$ cat config.mk
export PLATFORM = sky130hd
export DESIGN_NAME = vclk_divider
export DESIGN_NICKNAME = d
export VERILOG_FILES = /design/src/rtl/vcd_pkg.sv /design/src/rtl/vcd_counter.sv /design/src/rtl/vcd_tap_sel.sv /design/src/rtl/vcd_blank_gate.sv /design/src/rtl/vcd_settle.sv /design/src/rtl/vclk_divider.sv
export SDC_FILE = /design/constraint.sdc
export NUM_CORES = 1
export LEC_CHECK = 0
export ABC_AREA = 1
export BUFFER_PORTS_ARGS = -buffer_cell sky130_fd_sc_hd__buf_2
export CAP_MARGIN = 0
export CORE_MARGIN = 2
export CORE_UTILIZATION = 40
export DETAILED_ROUTE_END_ITERATION = 8
export GPL_ROUTABILITY_DRIVEN = 0
export PLACE_DENSITY = 0.67
export SYNTH_ARGS = -nofsm -noshare
export SYNTH_HDL_FRONTEND = slang
export SYNTH_SLANG_ARGS = --single-unit
$ cat constraint.sdc
create_clock -name clk_i -period 1.6 [get_ports clk_i]
set_input_delay 0.32 -clock clk_i [delete_from_list [all_inputs] [get_ports clk_i]]
set_output_delay 0.32 -clock clk_i [all_outputs]
set_load 0.01 [all_outputs]
$ cat src/rtl/vcd_pkg.sv
package vcd_pkg;
   // Width of one ratio field.
   localparam int unsigned RATIO_BITS = 3;
   // Field code that parks an output at a fixed level.
   localparam logic [RATIO_BITS-1:0] PARK_CODE = '1;
   // Register layout: [7] extra shift divide, [6] gated enable,
   //                  [5:3] video ratio, [2:0] shift ratio
   localparam int unsigned REG_W = 2 * RATIO_BITS + 2;
   localparam logic [REG_W-1:0] CLEAR_VALUE = {2'b00, {(2*RATIO_BITS){1'b1}}};

   typedef struct packed {
      logic                  ext_div;
      logic                  gate_en;
      logic [RATIO_BITS-1:0] vid_code;
      logic [RATIO_BITS-1:0] shf_code;
   } vcd_cfg_t;
endpackage

$ cat src/rtl/vcd_counter.sv
module vcd_counter #(
   parameter int unsigned CW = 8
) (
   input  logic          clk_i,
   input  logic          rst_ni,
   input  logic          clr_i,
   output logic [CW-1:0] cnt_o
);
   if (CW < 2) begin : g_bad_width
      $error("vcd_counter: CW must be at least 2");
   end

   always_ff @(posedge clk_i or negedge rst_ni) begin
      if (!rst_ni)    cnt_o <= '0;
      else if (clr_i) cnt_o <= '0;
      else            cnt_o <= cnt_o + 1'b1;
   end

   assert_clear_holds_R5: assert property (@(posedge clk_i) disable iff (!rst_ni)
      clr_i |=> (cnt_o == '0));
   assert_free_run_R1: assert property (@(posedge clk_i) disable iff (!rst_ni)
      !clr_i |=> (cnt_o == $past(cnt_o) + 1'b1));
endmodule

$ cat src/rtl/vcd_tap_sel.sv
module vcd_tap_sel #(
   parameter int unsigned CW         = 8,
   parameter int unsigned RB         = 3,
   parameter bit          HAS_EXT    = 1'b1,
   parameter bit          HOLD_LEVEL = 1'b0
) (
   input  logic          clk_i,
   input  logic          rst_ni,
   input  logic [CW-1:0] cnt_i,
   input  logic [RB-1:0] code_i,
   input  logic          ext_i,
   output logic          nxt_o,
   output logic          out_o
);
   localparam int unsigned IW = $clog2(CW);
   localparam logic [RB-1:0] HOLD_CODE = '1;

   if (CW < (1 << RB)) begin : g_bad_cw
      $error("vcd_tap_sel: counter too narrow for ratio field");
   end

   logic          ext_eff;
   logic [IW-1:0] idx;

   if (HAS_EXT) begin : g_ext
      assign ext_eff = ext_i;
   end else begin : g_no_ext
      logic unused_ext;
      assign unused_ext = ext_i;
      assign ext_eff    = 1'b0;
   end

   always_comb begin
      idx = IW'(code_i) + IW'(ext_eff);
      if (code_i == HOLD_CODE) nxt_o = HOLD_LEVEL;
      else                     nxt_o = cnt_i[idx];
   end

   always_ff @(posedge clk_i or negedge rst_ni) begin
      if (!rst_ni) out_o <= 1'b0;
      else         out_o <= nxt_o;
   end

   assert_parked_level_R2: assert property (@(posedge clk_i) disable iff (!rst_ni)
      (code_i == HOLD_CODE) |=> (out_o == HOLD_LEVEL));
endmodule

$ cat src/rtl/vcd_blank_gate.sv
module vcd_blank_gate #(
   parameter int unsigned SYNC_STAGES = 2
) (
   input  logic clk_i,
   input  logic rst_ni,
   input  logic blank_i,
   input  logic sclk_nxt_i,
   output logic gclk_o
);
   if (SYNC_STAGES < 2) begin : g_bad_sync
      $error("vcd_blank_gate: SYNC_STAGES must be at least 2");
   end

   logic [SYNC_STAGES-1:0] sync_q;
   logic                   blank_s;
   logic                   open_q;

   always_ff @(posedge clk_i or negedge rst_ni) begin
      if (!rst_ni) sync_q <= '0;
      else         sync_q <= {sync_q[SYNC_STAGES-2:0], blank_i};
   end
   assign blank_s = sync_q[SYNC_STAGES-1];

   // The gate may only move while the shift clock is about to be low.
   always_ff @(posedge clk_i or negedge rst_ni) begin
      if (!rst_ni)          open_q <= 1'b1;
      else if (!sclk_nxt_i) open_q <= !blank_s;
   end

   always_ff @(posedge clk_i or negedge rst_ni) begin
      if (!rst_ni) gclk_o <= 1'b0;
      else         gclk_o <= sclk_nxt_i & open_q;
   end

   assert_gate_moves_low_R8: assert property (@(posedge clk_i) disable iff (!rst_ni)
      sclk_nxt_i |=> $stable(open_q));
endmodule

$ cat src/rtl/vcd_settle.sv
module vcd_settle #(
   parameter int unsigned SETTLE_CYC = 8
) (
   input  logic clk_i,
   input  logic rst_ni,
   input  logic we_i,
   output logic busy_o
);
   localparam int unsigned SW = $clog2(SETTLE_CYC + 1);

   if (SETTLE_CYC < 1) begin : g_bad_settle
      $error("vcd_settle: SETTLE_CYC must be at least 1");
   end

   logic [SW-1:0] left_q;

   always_ff @(posedge clk_i or negedge rst_ni) begin
      if (!rst_ni)              left_q <= '0;
      else if (we_i)            left_q <= SW'(SETTLE_CYC);
      else if (left_q != '0)    left_q <= left_q - 1'b1;
   end
   assign busy_o = (left_q != '0);

   assert_busy_after_write_R9: assert property (@(posedge clk_i) disable iff (!rst_ni)
      we_i |=> busy_o);
endmodule

$ cat src/rtl/vclk_divider.sv
module vclk_divider #(
   parameter int unsigned SETTLE_CYC  = 8,
   parameter int unsigned SYNC_STAGES = 2
) (
   input  logic                     clk_i,
   input  logic                     rst_ni,
   input  logic                     cfg_we_i,
   input  logic [vcd_pkg::REG_W-1:0] cfg_wdata_i,
   input  logic                     blank_i,
   output logic                     vclk_o,
   output logic                     sclk_o,
   output logic                     gclk_o,
   output logic                     gclk_oe_o,
   output logic                     settle_busy_o
);
   import vcd_pkg::*;

   localparam int unsigned CW = 1 << RATIO_BITS;

   vcd_cfg_t       cfg_q;
   logic [CW-1:0]  cnt;
   logic           clr;
   logic           vclk_nxt;
   logic           sclk_nxt;

   always_ff @(posedge clk_i or negedge rst_ni) begin
      if (!rst_ni)       cfg_q <= '0;
      else if (cfg_we_i) cfg_q <= vcd_cfg_t'(cfg_wdata_i);
   end

   assign clr       = (cfg_q == vcd_cfg_t'(CLEAR_VALUE));
   assign gclk_oe_o = cfg_q.gate_en;

   vcd_counter #(.CW(CW)) u_cnt (
      .clk_i (clk_i),
      .rst_ni(rst_ni),
      .clr_i (clr),
      .cnt_o (cnt)
   );

   vcd_tap_sel #(.CW(CW), .RB(RATIO_BITS), .HAS_EXT(1'b0), .HOLD_LEVEL(1'b1)) u_vid (
      .clk_i (clk_i),
      .rst_ni(rst_ni),
      .cnt_i (cnt),
      .code_i(cfg_q.vid_code),
      .ext_i (cfg_q.ext_div),
      .nxt_o (vclk_nxt),
      .out_o (vclk_o)
   );

   vcd_tap_sel #(.CW(CW), .RB(RATIO_BITS), .HAS_EXT(1'b1), .HOLD_LEVEL(1'b0)) u_shf (
      .clk_i (clk_i),
      .rst_ni(rst_ni),
      .cnt_i (cnt),
      .code_i(cfg_q.shf_code),
      .ext_i (cfg_q.ext_div),
      .nxt_o (sclk_nxt),
      .out_o (sclk_o)
   );

   vcd_blank_gate #(.SYNC_STAGES(SYNC_STAGES)) u_gate (
      .clk_i     (clk_i),
      .rst_ni    (rst_ni),
      .blank_i   (blank_i),
      .sclk_nxt_i(sclk_nxt),
      .gclk_o    (gclk_o)
   );

   vcd_settle #(.SETTLE_CYC(SETTLE_CYC)) u_settle (
      .clk_i (clk_i),
      .rst_ni(rst_ni),
      .we_i  (cfg_we_i),
      .busy_o(settle_busy_o)
   );

   logic unused_vnxt;
   assign unused_vnxt = vclk_nxt;

   assert_shift_parked_low_R4: assert property (@(posedge clk_i) disable iff (!rst_ni)
      (cfg_q.shf_code == PARK_CODE) |=> (!sclk_o && !gclk_o));
   assert_gated_inside_shift_R8: assert property (@(posedge clk_i) disable iff (!rst_ni)
      gclk_o |-> sclk_o);
   assert_gated_rise_aligned_R8: assert property (@(posedge clk_i) disable iff (!rst_ni)
      $rose(gclk_o) |-> $rose(sclk_o));
   assert_clear_levels_R5: assert property (@(posedge clk_i) disable iff (!rst_ni)
      clr |=> (vclk_o && !sclk_o));
endmodule

==> summary.md, run 1 <==
| Metric | Value |
|---|---|
| Mapped cell area | about 1300 sq um |
| FMAX | ~630 MHz |
| Multi-input logic area | 572 sq um |
| Final Max Tran Viols | 0 |
| Largest net degree at the start of global routing | 27 |
| Pleak | approximately 0.0008 uW |
| Crit. End Element | primary output |
| Clk sinks | 26 |
| Min Tclk post-route | around 1.6 ns |
| Num rows | 20 |
| CTS buffer count | 3 |
| Tot Pwr | about 2200 uW |
| Hold Vio Cnt, Final | 0 |
| Clock H-tree levels | 1 |
| Die Wd | between 60 and 70 um |
| # IOs | 17 |
| Port Buffer Count | 16 |
| Number of max-cap violations | 0 |
| Mapped Nets | around 170 |
| RSZ-0062 raised after global routing | yes |
| # setup viols final | 0 |
| Worst-Skew Late Latency | 0.32 ns |
| Antenna cells | 0 |
| Drt first pass iters | 4 |
| HP Class | primary input to register |
| Core ar. | slightly above 3000 sq um |
| Die Span Y | a little over 60 um |
| CTS tree | built |
| Yosys warns | 0 |
| Die ar. | 3650 sq um |
| Register area | roughly 650 sq um |
| Kind of critical path | register to primary output |
| Starting Density | 0.418 |
| Slew @ Worst Pin | roughly 0.56 ns |
| First-pass GRT wire length | 4.40 mm |
| Via/cell ratio | 4.84 |
| PD cells | 1450 nW/um^2 |
| Avg Inst Size Synth | 8.50 sq um |
| Post-layout nets | between 150 and 200 |
| Final setup TNS | 0 ns |
| Initial antenna violation count | 0 |
| GRT Overall Usage | 0.160 |
| Synth Instances | 150 |
| Status | complete, no violations |
| Layout cells sized above 1 | 0.232 |
| Register clock-pin slew on the reported worst setup and hold paths | about 0.14 ns |
| Arr. time, crit path | roughly 1.3 ns |
| Grt ovf | 0 |
| Starting DRT DRC Count | 25 |
| DRC viols | 0 |
| Final Cycle Share | 0.989 |
| Area Growth Syn to Fin | 20.8% |
| WP data required | roughly 1.3 ns |
| Vias in the first global route | just over 1000 |
| HPWL after DPL | 1.82 mm |
| Antenna-violating nets left | 0 |
| Seq/Total Area, Yosys | 0.511 |
| Setup Skew | roughly 0.0032 ns |
| Root buf cell | clkbuf_4 |
| #FFs+latches synth | 26 |
| Critical path fanouts, max | 2 |
| Critical path launch point type | register |
| Vias post-DR | between 1000 and 1500 |
| CTS Buffer Depth | 2 |
| DR WL/cell | between 10 and 15 um |
| Maximum VDD drop | 0.798 mV |
| Routed WL | 2.57 mm |
| Filler instances | between 300 and 400 |
| Slew HR | 0.626 |
| Yosys cell types | 23 |
[power breakdown]
| group | leakage [uW] | total [uW] | internal, uW | switching (uW) |
|---|---|---|---|---|
| Sequential | 0.000308 | 1050 | 854 | 193 |
| Combinational | 0.000466 | 889 | 408 | 481 |
| Clock | 0.0000150 | 292 | 97.8 | 194 |
| Total | 0.000789 | 2230 | 1360 | 868 |
[per-layer routing]
| metal | share of wire | GRT usage |
|---|---|---|
| met3 | 0.040 | 0.0384 |
| met4 | 0.020 | 0.0373 |
| met2 | 0.47 | 0.264 |
| met1 | 0.46 | 0.216 |
| met5 | 0 | 0 |
[final cells by class]
type	instances	area share
clock buffers	4	0.0171
well taps	44	0.0357
repair buffers	24	0.0967
multi-input cells	100	0.371
inverters	23	0.0561
flip-flops and latches	26	0.423
[worst max-delay path, cell delays in order, from the launching register on]
cell	delay (ns)
dfrtp_1	0.40
inv_2	0.08
ha_4	0.16
nand2_4	0.06
nor2_4	0.09
inv_2	0.05
buf_6	0.11
[sequential cells by signal, summed over array words and instances, names as in the netlist]
signal,flops
u_cnt.cnt_o,8
u_vid.out_o,1
u_gate.sync_q,2
cfg_q,7
u_shf.out_o,1
u_gate.gclk_o,1
u_settle.left_q,4
u_gate.open_q,1
gclk_oe_o,1
[worst paths after layout]
| check | start | end | slack [ns] | cells past startpoint |
|---|---|---|---|---|
| max reg2reg | cfg_q[0]$_DFFE_PN0P_ | u_gate.open_q$_DFFE_PN1N_ | 0.14 | 9 |
| max | u_settle.left_q[0]$_DFFE_PN0P_ | settle_busy_o | 0.02 | 6 |
| min | blank_i | u_gate.sync_q[0]$_DFF_PN0_ | 0.09 | 1 |
| max in group asynchronous | rst_ni | u_cnt.cnt_o[6]$_DFF_PN0_ | 0.72 | 2 |
| min in group asynchronous | rst_ni | u_gate.sync_q[1]$_DFF_PN0_ | 0.51 | 2 |
| min reg2reg | u_gate.sync_q[0]$_DFF_PN0_ | u_gate.sync_q[1]$_DFF_PN0_ | 0.38 | 0 |
[cell usage in the layout (no fill, tap or decap), drive strengths merged]
cell type and count:
nand2 38, dfrtp 25, inv 23, buf 23, nor2 15, nand3 11, o21ai 9, a21oi 6
nor3 5, clkbuf 4, ha 4, o211ai 3, nand4 2, nor3b 2, o21a 1, nand3b 1
xnor2 1, o31ai 1, a211oi 1, dlygate4sd3 1, dfstp 1
[kinds of logic after synthesis]
group / synth area share
AOI/OAI and AO/OA: 0.0942
xor gates and xnor gates: 0.00687
adders and majority gates: 0.0393
buffers and inverters: 0.0716
DFF: 0.511
and+or+nand+nor: 0.277
[stage by stage]
step	area [sq um]	hold slack, ns	instances	worst slack [ns]	util
3_5_place_dp	1410	0.351	210	0.171	0.463
4_1_cts	1500	0.0956	219	-0.0252	0.492
5_1_grt	1540	0.0755	221	-0.0748	0.505
2_1_floorplan	1270	0.0244	150	0.244	-
6_report	1540	0.0917	221	0.0172	0.505
3_3_place_gp	1410	0.344	210	0.206	0.463
[cells in the mapped netlist]
master	number	area [sq um]
inv_1	23	86.3
nand3_2	3	30.0
nand4_1	2	12.5
nor2_1	12	45.0
o211ai_1	3	22.5
o21ai_0	9	45.0
dfstp_2	1	26.3
o21a_1	1	7.51
nor3_4	1	16.3
dfrtp_1	25	626
nor3b_1	2	15.0
nand2_1	38	143
nor2_2	2	12.5
xnor2_1	1	8.76
a21oi_1	6	30.0
o31ai_1	1	7.51
buf_2	1	5.00
ha_1	4	50.1
nor3_1	4	20.0
nor2_4	1	11.3
a211oi_1	1	7.51
nand3b_1	1	7.51
nand3_1	8	40.0
[what timing repair did]
item                                    in CTS  in global routing
buffers inserted                             4                  2
pin swaps                                    3                  2
endpoints found under the setup margin       1                  2
resized for setup                            8                  3
hold buffers                                 1                  0
hold endpoints to repair                    25                  0
Note: power is estimated with default switching activity, not from simulation.
==> run 2, diff against run 1 <==
--- a/config.mk
+++ b/config.mk
@@ -13,6 +13,9 @@
 export DETAILED_ROUTE_END_ITERATION = 8
 export GPL_ROUTABILITY_DRIVEN = 0
 export PLACE_DENSITY = 0.67
+export RECOVER_POWER = 25
+export SKIP_CTS_REPAIR_TIMING = 1
+export SLEW_MARGIN = 20
 export SYNTH_ARGS = -nofsm -noshare
 export SYNTH_HDL_FRONTEND = slang
 export SYNTH_SLANG_ARGS = --single-unit
==> summary.md, run 2 (synthesized netlist as in run 1, its figures left out) <==
| Metric | Value |
|---|---|
| Starting DRT DRC Count | 31 (+24%) |
| # IOs | 17 (unchanged) |
| Max FFs per register | 8 (unchanged) |
| Starting Density | 0.418 (unchanged) |
| Register clock-pin slew on the reported worst setup and hold paths | 0.14 ns (about the same) |
| Filler instances | 303 (+0.66%) |
| Clk sinks | 26 (unchanged) |
| Kind of critical path | register to primary output |
| CP Cell Sequence | inv_2 > ha_4 > nand2_4 > nor2_4 > inv_2 > buf_6 |
| Largest net degree at the start of global routing | 27 (unchanged) |
| Die ar. | 3650 sq um (unchanged) |
| Hold path cells | 1 (unchanged) |
| Clock H-tree levels | 1 (unchanged) |
| Most used cell, CP | inv_2 |
| Final setup TNS | -0.0272 ns (-0.0272 ns) |
| GRT Overall Usage | 0.153 (-0.00759) |
| Delay-heaviest family, CP | flip-flops |
| Setup ws final | -0.0272 ns (-0.0444 ns) |
| Critical path launch point type | register |
| Initial antenna violation count | 0 (unchanged) |
| Placement Cell Area | 1410 sq um (unchanged) |
| Vias in the first global route | 970 (-3.6%) |
| DR WL/cell | 11.5 um (-1.1%) |
| # setup viols final | 1 (+1) |
| Share of power burned in registers | 0.485 (+0.015) |
| Post-route cell area | 1500 sq um (-2.7%) |
| Routed WL | 2.49 mm (-3.3%) |
| First-pass GRT wire length | 4.17 mm (-5.2%) |
| Slowest stage delay, CP | 0.40 ns (about the same) |
| CTS tree | built |
| Logic gate share of total power | 0.380 (-0.019) |
| Final Max Tran Viols | 0 (unchanged) |
| Antenna-violating nets left | 0 (unchanged) |
| Slowest stage cell, crit path | dfrtp_1 |
| Setup Skew | 0.00156 ns (-0.00160 ns) |
| Slew HR | 0.102 (-0.524) |
| Arr. time, crit path | 1.31 ns (+0.05 ns) |
| Hold Vio Cnt, Final | 0 (unchanged) |
| Area Growth Syn to Fin | 17.6% |
| Die Wd | 60.5 um (unchanged) |
| Worst-Skew Late Latency | 0.32 ns (about the same) |
| FMAX | 615 MHz (-2.7%) |
| Final Cycle Share | 1.02 (+0.0278) |
| CTS Buffer Depth | 2 (unchanged) |
| Internal power | 1310 uW (-3.7%) |
| Dpl cells | 210 (unchanged) |
| HP Class | primary input to register |
| Via/cell ratio | 4.81 (-0.46%) |
| CTS buffer count | 3 (unchanged) |
| Largest register by flop count | u_cnt.cnt_o |
| Maximum VDD drop | 0.739 mV (-7.3%) |
| CP Buf/Inv Count | 3 (unchanged) |
| Most common cell after layout, fill and taps aside | nand2_1 |
| Root buf cell | clkbuf_4 |
| Antenna cells | 0 (unchanged) |
| Die Span Y | 60.5 um (unchanged) |
| Num rows | 20 (unchanged) |
| PD cells | 1440 nW/um^2 (-0.43%) |
| RSZ-0062 raised after global routing | yes |
| Crit. End Element | primary output |
| Most frequent cells in the layout | nand2_1, dfrtp_1, inv_1, buf_2, nor2_1 |
| Largest regs | u_cnt.cnt_o x8, cfg_q x7, u_settle.left_q x4 |
| Grt ovf | 0 (unchanged) |
| Number of cells on the critical path | 6 (unchanged) |
| Port Buffer Count | 16 (unchanged) |
| Switching Fraction | 0.393 (+0.00394) |
| Post-layout nets | 189 (-2.6%) |
| DRC viols | 0 (unchanged) |
| Power share of the clock group | 0.135 (+0.004) |
| Slew @ Worst Pin | 1.35 ns (+0.786 ns) |
| WP data required | 1.28 ns (about the same) |
| Failing checks | setup timing |
| Layout cells sized above 1 | 0.209 (-0.0223) |
| Min Tclk post-route | 1.63 ns (+0.0444 ns) |
| Filler-free cell count of the finished design | 216 (-2.3%) |
| Number of max-cap violations | 0 (unchanged) |
| Core ar. | 3050 sq um (unchanged) |
| Pleak | 0.000764 uW (-3.2%) |
| Hold WS | 0.0951 ns (+0.00342 ns) |
| NetSw | 849 uW (-2.1%) |
| Status | finished with violations |
| Critical path fanouts, max | 4 (+2) |
| HPWL after DPL | 1.82 mm (unchanged) |
| Drt first pass iters | 4 (unchanged) |
| Reg2reg path depth | 9 (unchanged) |
| Vias post-DR | 1040 (-2.7%) |
| Tot Pwr | 2160 uW (-3.1%) |
[run 2: cell count changes in the layout (fill, tap and decap cells not counted)]
cell | before | now
buf_2 | 15 | 14
dlygate4sd3_1 | 1 | 0
clkbuf_1 | 1 | 2
buf_4 | 7 | 3
[run 2: worst paths after layout]
| kind | start | slack (ns) | endpoint |
|---|---|---|---|
| min | blank_i | 0.1 | u_gate.sync_q[0]$_DFF_PN0_ |
| min in group asynchronous | rst_ni | 0.27 | u_gate.sync_q[1]$_DFF_PN0_ |
| max | u_settle.left_q[0]$_DFFE_PN0P_ | -0.03 | settle_busy_o |
| min reg2reg | u_gate.sync_q[0]$_DFF_PN0_ | 0.38 | u_gate.sync_q[1]$_DFF_PN0_ |
| max in group asynchronous | rst_ni | 0.55 | u_cnt.cnt_o[6]$_DFF_PN0_ |
| max reg2reg | cfg_q[0]$_DFFE_PN0P_ | 0.15 | u_gate.open_q$_DFFE_PN1N_ |
[run 2: layout make-up]
type	instances	area, sq um	share of cell area
multi-input cells	100	572	0.381
inverters	23	86.3	0.0576
well taps	44	55.1	0.0367
clock buffers	4	26.3	0.0175
flip-flops and latches	26	652	0.435
repair buffers	19	108	0.0718
[run 2: power by group through the flow]
stage	Clock, uW	Combinational, uW	Sequential (uW)
final	292	819	1050
after detailed placement	0	715	1050
after CTS	298	720	1040
after global placement	0	679	1050
after global routing	329	953	1080
after floorplan	0	527	1010
[run 2: per-stage QoR]
step,setup WS (ns),util
final,-0.0272,0.491
after global routing,-0.122,0.491
after CTS,-0.162,0.471
after detailed placement,0.171,0.463
after global placement,0.206,0.463
after floorplan,0.244,-
[run 2: layer usage]
metal	vias up	global-route usage	routed length [um]
met3	2	0.0384	82
li1	530	-	-
met4	0	0.0373	25
met1	493	0.202	1190
met2	15	0.253	1190
met5	-	0	0
